File: src/rtl/vga_rdl_pkg.sv
// Shared definitions for the planar read latch unit.
// Assumes four byte-wide planes by default; the geometry is parameterised at each module.
package vga_rdl_pkg;
    typedef enum logic {
        RDM_PLANE   = 1'b0,
        RDM_COMPARE = 1'b1
    } rd_mode_e;

    localparam int unsigned DEF_PLANES = 4;
    localparam int unsigned DEF_LANE_W = 8;
endpackage

File: src/rtl/vga_lane_expand.sv
// Widens a one-bit-per-plane vector so that bit n fills byte lane n with ones.
// Purely combinational; assumes lanes are packed low plane first.
module vga_lane_expand #(
    parameter int unsigned PLANES = vga_rdl_pkg::DEF_PLANES,
    parameter int unsigned LANE_W = vga_rdl_pkg::DEF_LANE_W,
    localparam int unsigned WORD_W = PLANES * LANE_W
) (
    input  logic [PLANES-1:0] bits_in,
    output logic [WORD_W-1:0] word_out
);
    // one replicated lane per plane bit
    for (genvar p = 0; p < PLANES; p++) begin : g_lane
        assign word_out[p*LANE_W +: LANE_W] = {LANE_W{bits_in[p]}};
    end
endmodule

File: src/rtl/vga_colour_match.sv
// Computes the per-pixel colour match byte of compare mode.
// A pixel matches when every enabled plane bit equals its reference bit.
// Combinational; assumes the caller registers the result.
module vga_colour_match #(
    parameter int unsigned PLANES = vga_rdl_pkg::DEF_PLANES,
    parameter int unsigned LANE_W = vga_rdl_pkg::DEF_LANE_W,
    localparam int unsigned WORD_W = PLANES * LANE_W
) (
    input  logic [WORD_W-1:0] word,
    input  logic [PLANES-1:0] cmp_color,
    input  logic [PLANES-1:0] dc_mask,
    output logic [LANE_W-1:0] match
);
    logic [WORD_W-1:0] cmp_wide;
    logic [WORD_W-1:0] dc_wide;
    logic [WORD_W-1:0] mismatch;
    logic [LANE_W-1:0] acc [PLANES];

    vga_lane_expand #(.PLANES(PLANES), .LANE_W(LANE_W)) u_cmp_exp (
        .bits_in  (cmp_color),
        .word_out (cmp_wide)
    );

    vga_lane_expand #(.PLANES(PLANES), .LANE_W(LANE_W)) u_dc_exp (
        .bits_in  (dc_mask),
        .word_out (dc_wide)
    );

    // differing bits, restricted to the planes taking part
    assign mismatch = (word ^ cmp_wide) & dc_wide;

    // fold the planes' mismatch lanes into one lane
    for (genvar p = 0; p < PLANES; p++) begin : g_fold
        if (p == 0) begin : g_first
            assign acc[p] = mismatch[LANE_W-1:0];
        end else begin : g_next
            assign acc[p] = acc[p-1] | mismatch[p*LANE_W +: LANE_W];
        end
    end

    // a pixel with no mismatching plane is a match
    assign match = ~acc[PLANES-1];
endmodule

File: src/rtl/vga_plane_pick.sv
// Selects one plane's byte lane out of the full plane word.
// Combinational; assumes sel is below PLANES.
module vga_plane_pick #(
    parameter int unsigned PLANES = vga_rdl_pkg::DEF_PLANES,
    parameter int unsigned LANE_W = vga_rdl_pkg::DEF_LANE_W,
    localparam int unsigned WORD_W = PLANES * LANE_W,
    localparam int unsigned SEL_W  = (PLANES > 1) ? $clog2(PLANES) : 1
) (
    input  logic [WORD_W-1:0] word,
    input  logic [SEL_W-1:0]  sel,
    output logic [LANE_W-1:0] lane
);
    logic [LANE_W-1:0] lanes [PLANES];

    // split the word into addressable lanes
    for (genvar p = 0; p < PLANES; p++) begin : g_split
        assign lanes[p] = word[p*LANE_W +: LANE_W];
    end

    // pick the requested lane
    assign lane = lanes[sel];
endmodule

File: src/rtl/vga_read_latch.sv
// Host read path of four-plane display memory.
// On each read strobe the plane latch captures mem_word, and rd_data registers
// either the selected plane byte or the colour-compare mask, both formed from
// the word being latched. Assumes mem_word is already at the decoded address.
// Synchronous active-low reset.
module vga_read_latch #(
    parameter int unsigned PLANES = vga_rdl_pkg::DEF_PLANES,
    parameter int unsigned LANE_W = vga_rdl_pkg::DEF_LANE_W,
    localparam int unsigned WORD_W = PLANES * LANE_W,
    localparam int unsigned SEL_W  = (PLANES > 1) ? $clog2(PLANES) : 1
) (
    input  logic              clk,
    input  logic              rst_n,
    input  logic              rd_stb,
    input  logic [WORD_W-1:0] mem_word,
    input  logic              rd_mode,
    input  logic [SEL_W-1:0]  rd_plane,
    input  logic [PLANES-1:0] cmp_color,
    input  logic [PLANES-1:0] dc_mask,
    output logic [LANE_W-1:0] rd_data,
    output logic [WORD_W-1:0] latch
);
    import vga_rdl_pkg::*;

    logic [LANE_W-1:0] plane_byte;
    logic [LANE_W-1:0] match_byte;
    logic [LANE_W-1:0] result;
    rd_mode_e          mode;

    assign mode = rd_mode_e'(rd_mode);

    vga_plane_pick #(.PLANES(PLANES), .LANE_W(LANE_W)) u_pick (
        .word (mem_word),
        .sel  (rd_plane),
        .lane (plane_byte)
    );

    vga_colour_match #(.PLANES(PLANES), .LANE_W(LANE_W)) u_match (
        .word      (mem_word),
        .cmp_color (cmp_color),
        .dc_mask   (dc_mask),
        .match     (match_byte)
    );

    // choose the result byte by read mode
    always_comb begin
        unique case (mode)
            RDM_COMPARE: result = match_byte;
            default:     result = plane_byte;
        endcase
    end

    // capture the plane word on each read
    always_ff @(posedge clk) begin
        if (!rst_n) begin
            latch <= '0;
        end else if (rd_stb) begin
            latch <= mem_word;
        end
    end

    // register the host result byte on each read
    always_ff @(posedge clk) begin
        if (!rst_n) begin
            rd_data <= '0;
        end else if (rd_stb) begin
            rd_data <= result;
        end
    end

    // reset clears both registers
    p_reset_clear_r1: assert property (@(posedge clk)
        !rst_n |=> (latch == '0 && rd_data == '0));

    // latch follows the word seen at the strobe
    p_latch_load_r2: assert property (@(posedge clk) disable iff (!rst_n)
        rd_stb |=> latch == $past(mem_word));

    // latch is still without a strobe
    p_latch_hold_r3: assert property (@(posedge clk) disable iff (!rst_n)
        (rst_n && !rd_stb) |=> $stable(latch));

    // result is still without a strobe
    p_data_hold_r7: assert property (@(posedge clk) disable iff (!rst_n)
        (rst_n && !rd_stb) |=> $stable(rd_data));

    // plane mode returns the selected lane of the latched word
    p_plane_byte_r4: assert property (@(posedge clk) disable iff (!rst_n)
        (rd_stb && rd_mode == 1'b0) |=>
            rd_data == LANE_W'(latch >> (32'($past(rd_plane)) * LANE_W)));

    // compare with every plane excluded matches all pixels
    p_all_excluded_r6: assert property (@(posedge clk) disable iff (!rst_n)
        (rd_stb && rd_mode == 1'b1 && dc_mask == '0) |=> rd_data == '1);
endmodule

File: config.mk
export PLATFORM = sky130hd
export DESIGN_NAME = vga_read_latch
export DESIGN_NICKNAME = d
export VERILOG_FILES = /design/src/rtl/vga_rdl_pkg.sv /design/src/rtl/vga_lane_expand.sv /design/src/rtl/vga_colour_match.sv /design/src/rtl/vga_plane_pick.sv /design/src/rtl/vga_read_latch.sv
export SDC_FILE = /design/constraint.sdc
export NUM_CORES = 1
export LEC_CHECK = 0
export ABC_AREA = 1
export ABC_CLOCK_PERIOD_IN_PS = 1800
export BUFFER_PORTS_ARGS = -buffer_cell sky130_fd_sc_hd__buf_2
export CELL_PAD_IN_SITES_DETAIL_PLACEMENT = 1
export CELL_PAD_IN_SITES_GLOBAL_PLACEMENT = 1
export CORE_ASPECT_RATIO = 0.75
export CORE_MARGIN = 5
export CORE_UTILIZATION = 39
export DETAILED_ROUTE_END_ITERATION = 8
export GPL_TIMING_DRIVEN = 1
export PLACE_DENSITY = 0.91
export SETUP_SLACK_MARGIN = 0.2
export SYNTH_ARGS = -nofsm -noshare
export SYNTH_HDL_FRONTEND = slang
export SYNTH_HIERARCHICAL = 1
export SYNTH_SLANG_ARGS = --single-unit
File: constraint.sdc
create_clock -name clk -period 1.8 [get_ports clk]
set_input_delay 0.18 -clock clk [delete_from_list [all_inputs] [get_ports clk]]
set_output_delay 0.18 -clock clk [all_outputs]
set_load 0.01 [all_outputs]
# Yosys cells after proc, flatten, opt, wreduce, memory -nomap -nowiden

Index checks and enable logic that the tools add are counted.

Bitwise gates (word level): 7
Order comparisons: 1
Muxes and demuxes: 4

Operators by type and width:

| kind               | count |
|---|---|
| $and 32x32->32     | 1 |
| $xor 32x32->32     | 1 |
| $mux 8             | 3 |
| $or 8x8->8         | 3 |
| $bmux 8 s2         | 1 |
| $not 8->8          | 1 |
| $ge 3x3->1 const B | 1 |
| $not 2->3          | 1 |

Bits in registers: 40
Output and inout bits: 40
Input port bits: 46
Word-level logic and storage cells: 14

# Longest topological paths before layout

Depth in word-level cells: 7
Depth in mapped cells: 10
Gate-level depth less buffers: 9

# Hierarchy

The synthesis kept the hierarchy.

Modules (own cells, without submodules):

| module           | times used | area each (µm²) | sequential area each (µm²) | cells each |
|---|---|---|---|---|
| vga_read_latch   | 1          | 1617.8          | 800.8                      | 207 |
| vga_colour_match | 1          | 770.7           | 0.0                        | 184 |
| vga_lane_expand  | 2          | 240.2           | 0.0                        | 32 |
| vga_plane_pick   | 1          | 395.4           | 0.0                        | 94 |

# Worst setup path after synthesis

Ideal clock, no wire load.

Path kind: input port to flip-flop
From: in rd_plane[0]
To: reg rd_data[2]
Stages on the path: 10
Path buffers: 2
Library setup time: 0.109 ns
Required time: 1.691 ns
Setup slack: 0.881 ns
Arrival time: 0.810 ns
Cells stage by stage: buf_6 -> inv_4 -> buf_6 -> nand2_1 -> nand3_1 -> nand2_1 -> nand2_1 -> nand3_1 -> nand2_1 -> inv_1

Longest elaborated chain between the ends: 5

RTL lines:

| what                                      | line                 | source |
|---|---|---|
| start, declared                           | vga_read_latch.sv:17 | `input logic [SEL_W-1:0] rd_plane,` |
| $not 2->3 (not written as such)           | vga_plane_pick.sv:21 | `assign lane = lanes[sel];` |
| $bmux 8 s2                                | vga_plane_pick.sv:21 |  |
| $mux 8 (not written as such) (2 in a row) | vga_plane_pick.sv:21 |  |
| via plane_byte[2]                         | vga_read_latch.sv:25 | `logic [LANE_W-1:0] plane_byte;` |
| $mux 8                                    | vga_read_latch.sv:47 | `unique case (mode)` |
| end signal, assigned                      | vga_read_latch.sv:67 | `rd_data <= result;` |
| end, declared                             | vga_read_latch.sv:20 | `output logic [LANE_W-1:0] rd_data,` |

The timed path passes the listed nets, and every way through them passes these cells. The select of a mux whose other input is x is not followed.
A chain may end at the register's enable or synchronous reset.

# Worst setup path in the final report

From: reg rd_data[4]
To: out rd_data[4]

No word-level cell between the ends.

==> flow_metrics.env <==
export IMPL_grt_start_max_net_pins=33
export IMPL_wl_per_cell_um=14.8
export IMPL_hold_path_cell_count=3
export IMPL_netlist_top_cells_area="dfxtp_1, nand2_1, buf_4, inv_1, nand3_1"
export IMPL_htreeDepth=2
export IMPL_placement_setup_worst_slack_ns=0.561
export IMPL_drc=0
export IMPL_number_of_flip_flops_and_latches_in_the_synthesized_netlist=40
export IMPL_synthesis_instances=549
export IMPL_final_core_util=0.415
export IMPL_ir_drop_uv=281
export IMPL_detail_route_iter0_violations=183
export IMPL_routed_via_density=4.68
export IMPL_whs_endpoint="latch[23]$_SDFFE_PN0P_"
export IMPL_synth_common_cells="nand2_1, inv_1, buf_4"
export IMPL_design_final_nets=609
export IMPL_setup_violations_final=0
export IMPL_clock_buffers_created_by_tritoncts=5
export IMPL_finalMaxSlewViolations=0
export IMPL_report_power_total_mw=2.25
export IMPL_rrSetupSlack_ns=1.08
export IMPL_timing_final_crit_share=0.582
export IMPL_run_status="complete, no violations"
export IMPL_synth_async_reset_ratio=0
export IMPL_cts_repair_timing_setup_buffer_count=0
export IMPL_overflow=0
export IMPL_met2_wirelength_um=4440
export IMPL_path_max_fanout=2
export IMPL_yosys_warnings=6
export IMPL_hpwlAfterDp_um=7710
export IMPL_maxCapViolCount=0
export IMPL_cts_sinks=40
export IMPL_layout_filler_cells=1170
export IMPL_synth_fp_nets=595
export IMPL_dr_wl_met3_um=768
export IMPL_gpl_final_weighted_congestion=0.881
export IMPL_highest_signal_layer="met4"
export IMPL_regArea_um2=801
export IMPL_yosys_top_cell_by_area="dfxtp_1"
export IMPL_layout_skew_ns=0
export IMPL_io_pin_count=86
export IMPL_crit_path_start_kind="register"
export IMPL_port_buffers=85
export IMPL_cts_repair_resized_insts=0
export IMPL_layout_min_cycle_time_ns=1.05
export IMPL_die_width_um=116
export IMPL_yosysUniqueCellTypes=16
export IMPL_globalRouteTotalUtil=0.198
export IMPL_wire_length_of_the_first_global_routing_pass_um=16100
export IMPL_syn_avg_cell_area_um2=5.95
export IMPL_die_area_mm2=0.0103
export IMPL_fin_setup_tns_ns=0
export IMPL_post_route_worst_setup_slack_ns=0.752
export IMPL_crit_buf_inv=1
export IMPL_synthToLayoutAreaGrowth_pct=1.88
export IMPL_arrival_worst_endpoint_ns=0.87
export IMPL_cts_reportedPaths_clkPinSlew_ns=0.09
export IMPL_p_leak_nw=2.07
export IMPL_worstPathCellList="buf_2"
export IMPL_finalNonFillerCells=669
export IMPL_synth_main_ff_cell="dfxtp_1"
export IMPL_grt_setup_unrepaired="false"
export IMPL_crit_path_top_delay_cell="dfxtp_1"
export IMPL_std_cell_rows=28
export IMPL_placed_cells_incl_taps=661
export IMPL_required_time_of_the_worst_setup_path_ns=1.62
export IMPL_timing_max_slew_rel_slack=0.660
export IMPL_clk_path_buf_depth=2
export IMPL_r2r_worst_path_cells=4
export IMPL_post_synth_top_count_cell="nand2_1"
export IMPL_syn_area_mm2=0.00326
export IMPL_criticalPathCategory="register to primary output"
export IMPL_end_kind="primary output"
export IMPL_initial_utilization=0.407
export IMPL_sequential_element_share_of_the_synthesized_area=0.245
export IMPL_synth_top_cell_area_share=0.245
export IMPL_multi_input_comb_area_mm2=0.00143
export IMPL_r2r_start="rd_data[4]$_SDFFE_PN0P_"
export IMPL_dpl_instance_area_mm2=0.00323
export IMPL_wl_met1_um=4610
export IMPL_postRouteAntennaNets=0
export IMPL_synth_edff_count=0
export IMPL_r2r_end="rd_data[4]$_SDFFE_PN0P_"
export IMPL_chipHeight_um=89.2
export IMPL_clk_root_buffer_cell="clkbuf_8"
export IMPL_delay_contributed_by_the_slowest_stage_of_the_critical_path_ns=0.41
export IMPL_max_freq_mhz=954
export IMPL_timing_hold_violations_final=0
export IMPL_power_density_cell_area_mw_per_mm2=676
export IMPL_min_path_type="primary input to register"
export IMPL_totalWireLength_um=9900
export IMPL_ctsHoldBuffers=0
export IMPL_post_route_cells_drive_above_1_share=0.239
export IMPL_cts_tree="built"
export IMPL_drtPass1Iterations=4
export IMPL_finish_instance_area_mm2=0.00333
export IMPL_clock_latency_ns=0.30
export IMPL_number_of_global_route_vias_before_repair=3174
export IMPL_final_hold_worst_slack_ns=0.160
export IMPL_vias=3129
export IMPL_antenna_found_initial=0
export IMPL_core_mm2=0.00802
export IMPL_diodes=0
export IMPL_worstHoldStart="mem_word[23]"
export IMPL_critical_path_top_delay_family="flip-flops"
export IMPL_worst_slew_pin_slew_ns=0.510
==> tightest hold or removal path: cells and delay by family <==
kind | cells | cell delay (ns)
AND/OR/NAND/NOR | 2 | 0.12
buffers and inverters | 1 | 0.12
==> power breakdown <==
| part | internal (mW) | switching, mW |
|---|---|---|
| sequential | 0.948 | 0.0305 |
| clock | 0.311 | 0.351 |
| combinational | 0.212 | 0.395 |
==> final cells by class <==
cell class                 instances  area share
tap                              105      0.0395
timing repair buffer              87       0.136
clock inverter                     2     0.00451
inverter                         109       0.125
multi-input combinational        320       0.429
sequential                        40       0.241
clock buffer                       6      0.0248
==> layout by cell type, fill, tap and decap left out <==
master,instances
nand3_1,48
inv_4,1
nand3_2,8
inv_6,1
buf_4,1
buf_12,1
inv_1,106
nand2_1,144
dfxtp_1,40
nor2_1,58
clkbuf_8,6
o21ai_1,2
clkinv_1,1
nor2_2,30
clkinvlp_4,2
buf_2,85
o21ai_0,30
==> logic make-up (layout without fill, tap and decap cells) <==
group           count (synthesis)  count (layout)  synth area share
simple gates                  288             288             0.388
buf+inv                       189             204             0.318
flops                          40              40             0.245
compound gates                 32              32            0.0491
==> metal layers <==
layer  GRT usage  vias up
met1       0.270     1445
met5           0        -
met2       0.336       90
met3      0.0365        9
met4      0.0295        0
li1            -     1585
==> state kept, by name, indices dropped and copies added, names as in the netlist <==
signal,count
latch,32
rd_data,8
==> worst max path at each step <==
stage | startpoint | to | slack [ns] | cells after the start
2_1_floorplan | rd_plane[0] | rd_data[2]$_SDFFE_PN0P_ | 0.88 | 10
3_3_place_gp | rd_stb | latch[5]$_SDFFE_PN0P_ | 0.62 | 4
3_5_place_dp | rd_stb | latch[31]$_SDFFE_PN0P_ | 0.56 | 4
4_1_cts | rd_data[4]$_SDFFE_PN0P_ | rd_data[4] | 0.74 | 1
5_1_grt | rd_data[4]$_SDFFE_PN0P_ | rd_data[4] | 0.69 | 1
6_report | rd_data[4]$_SDFFE_PN0P_ | rd_data[4] | 0.75 | 1
No activity file was read; power rests on OpenSTA's default activity.
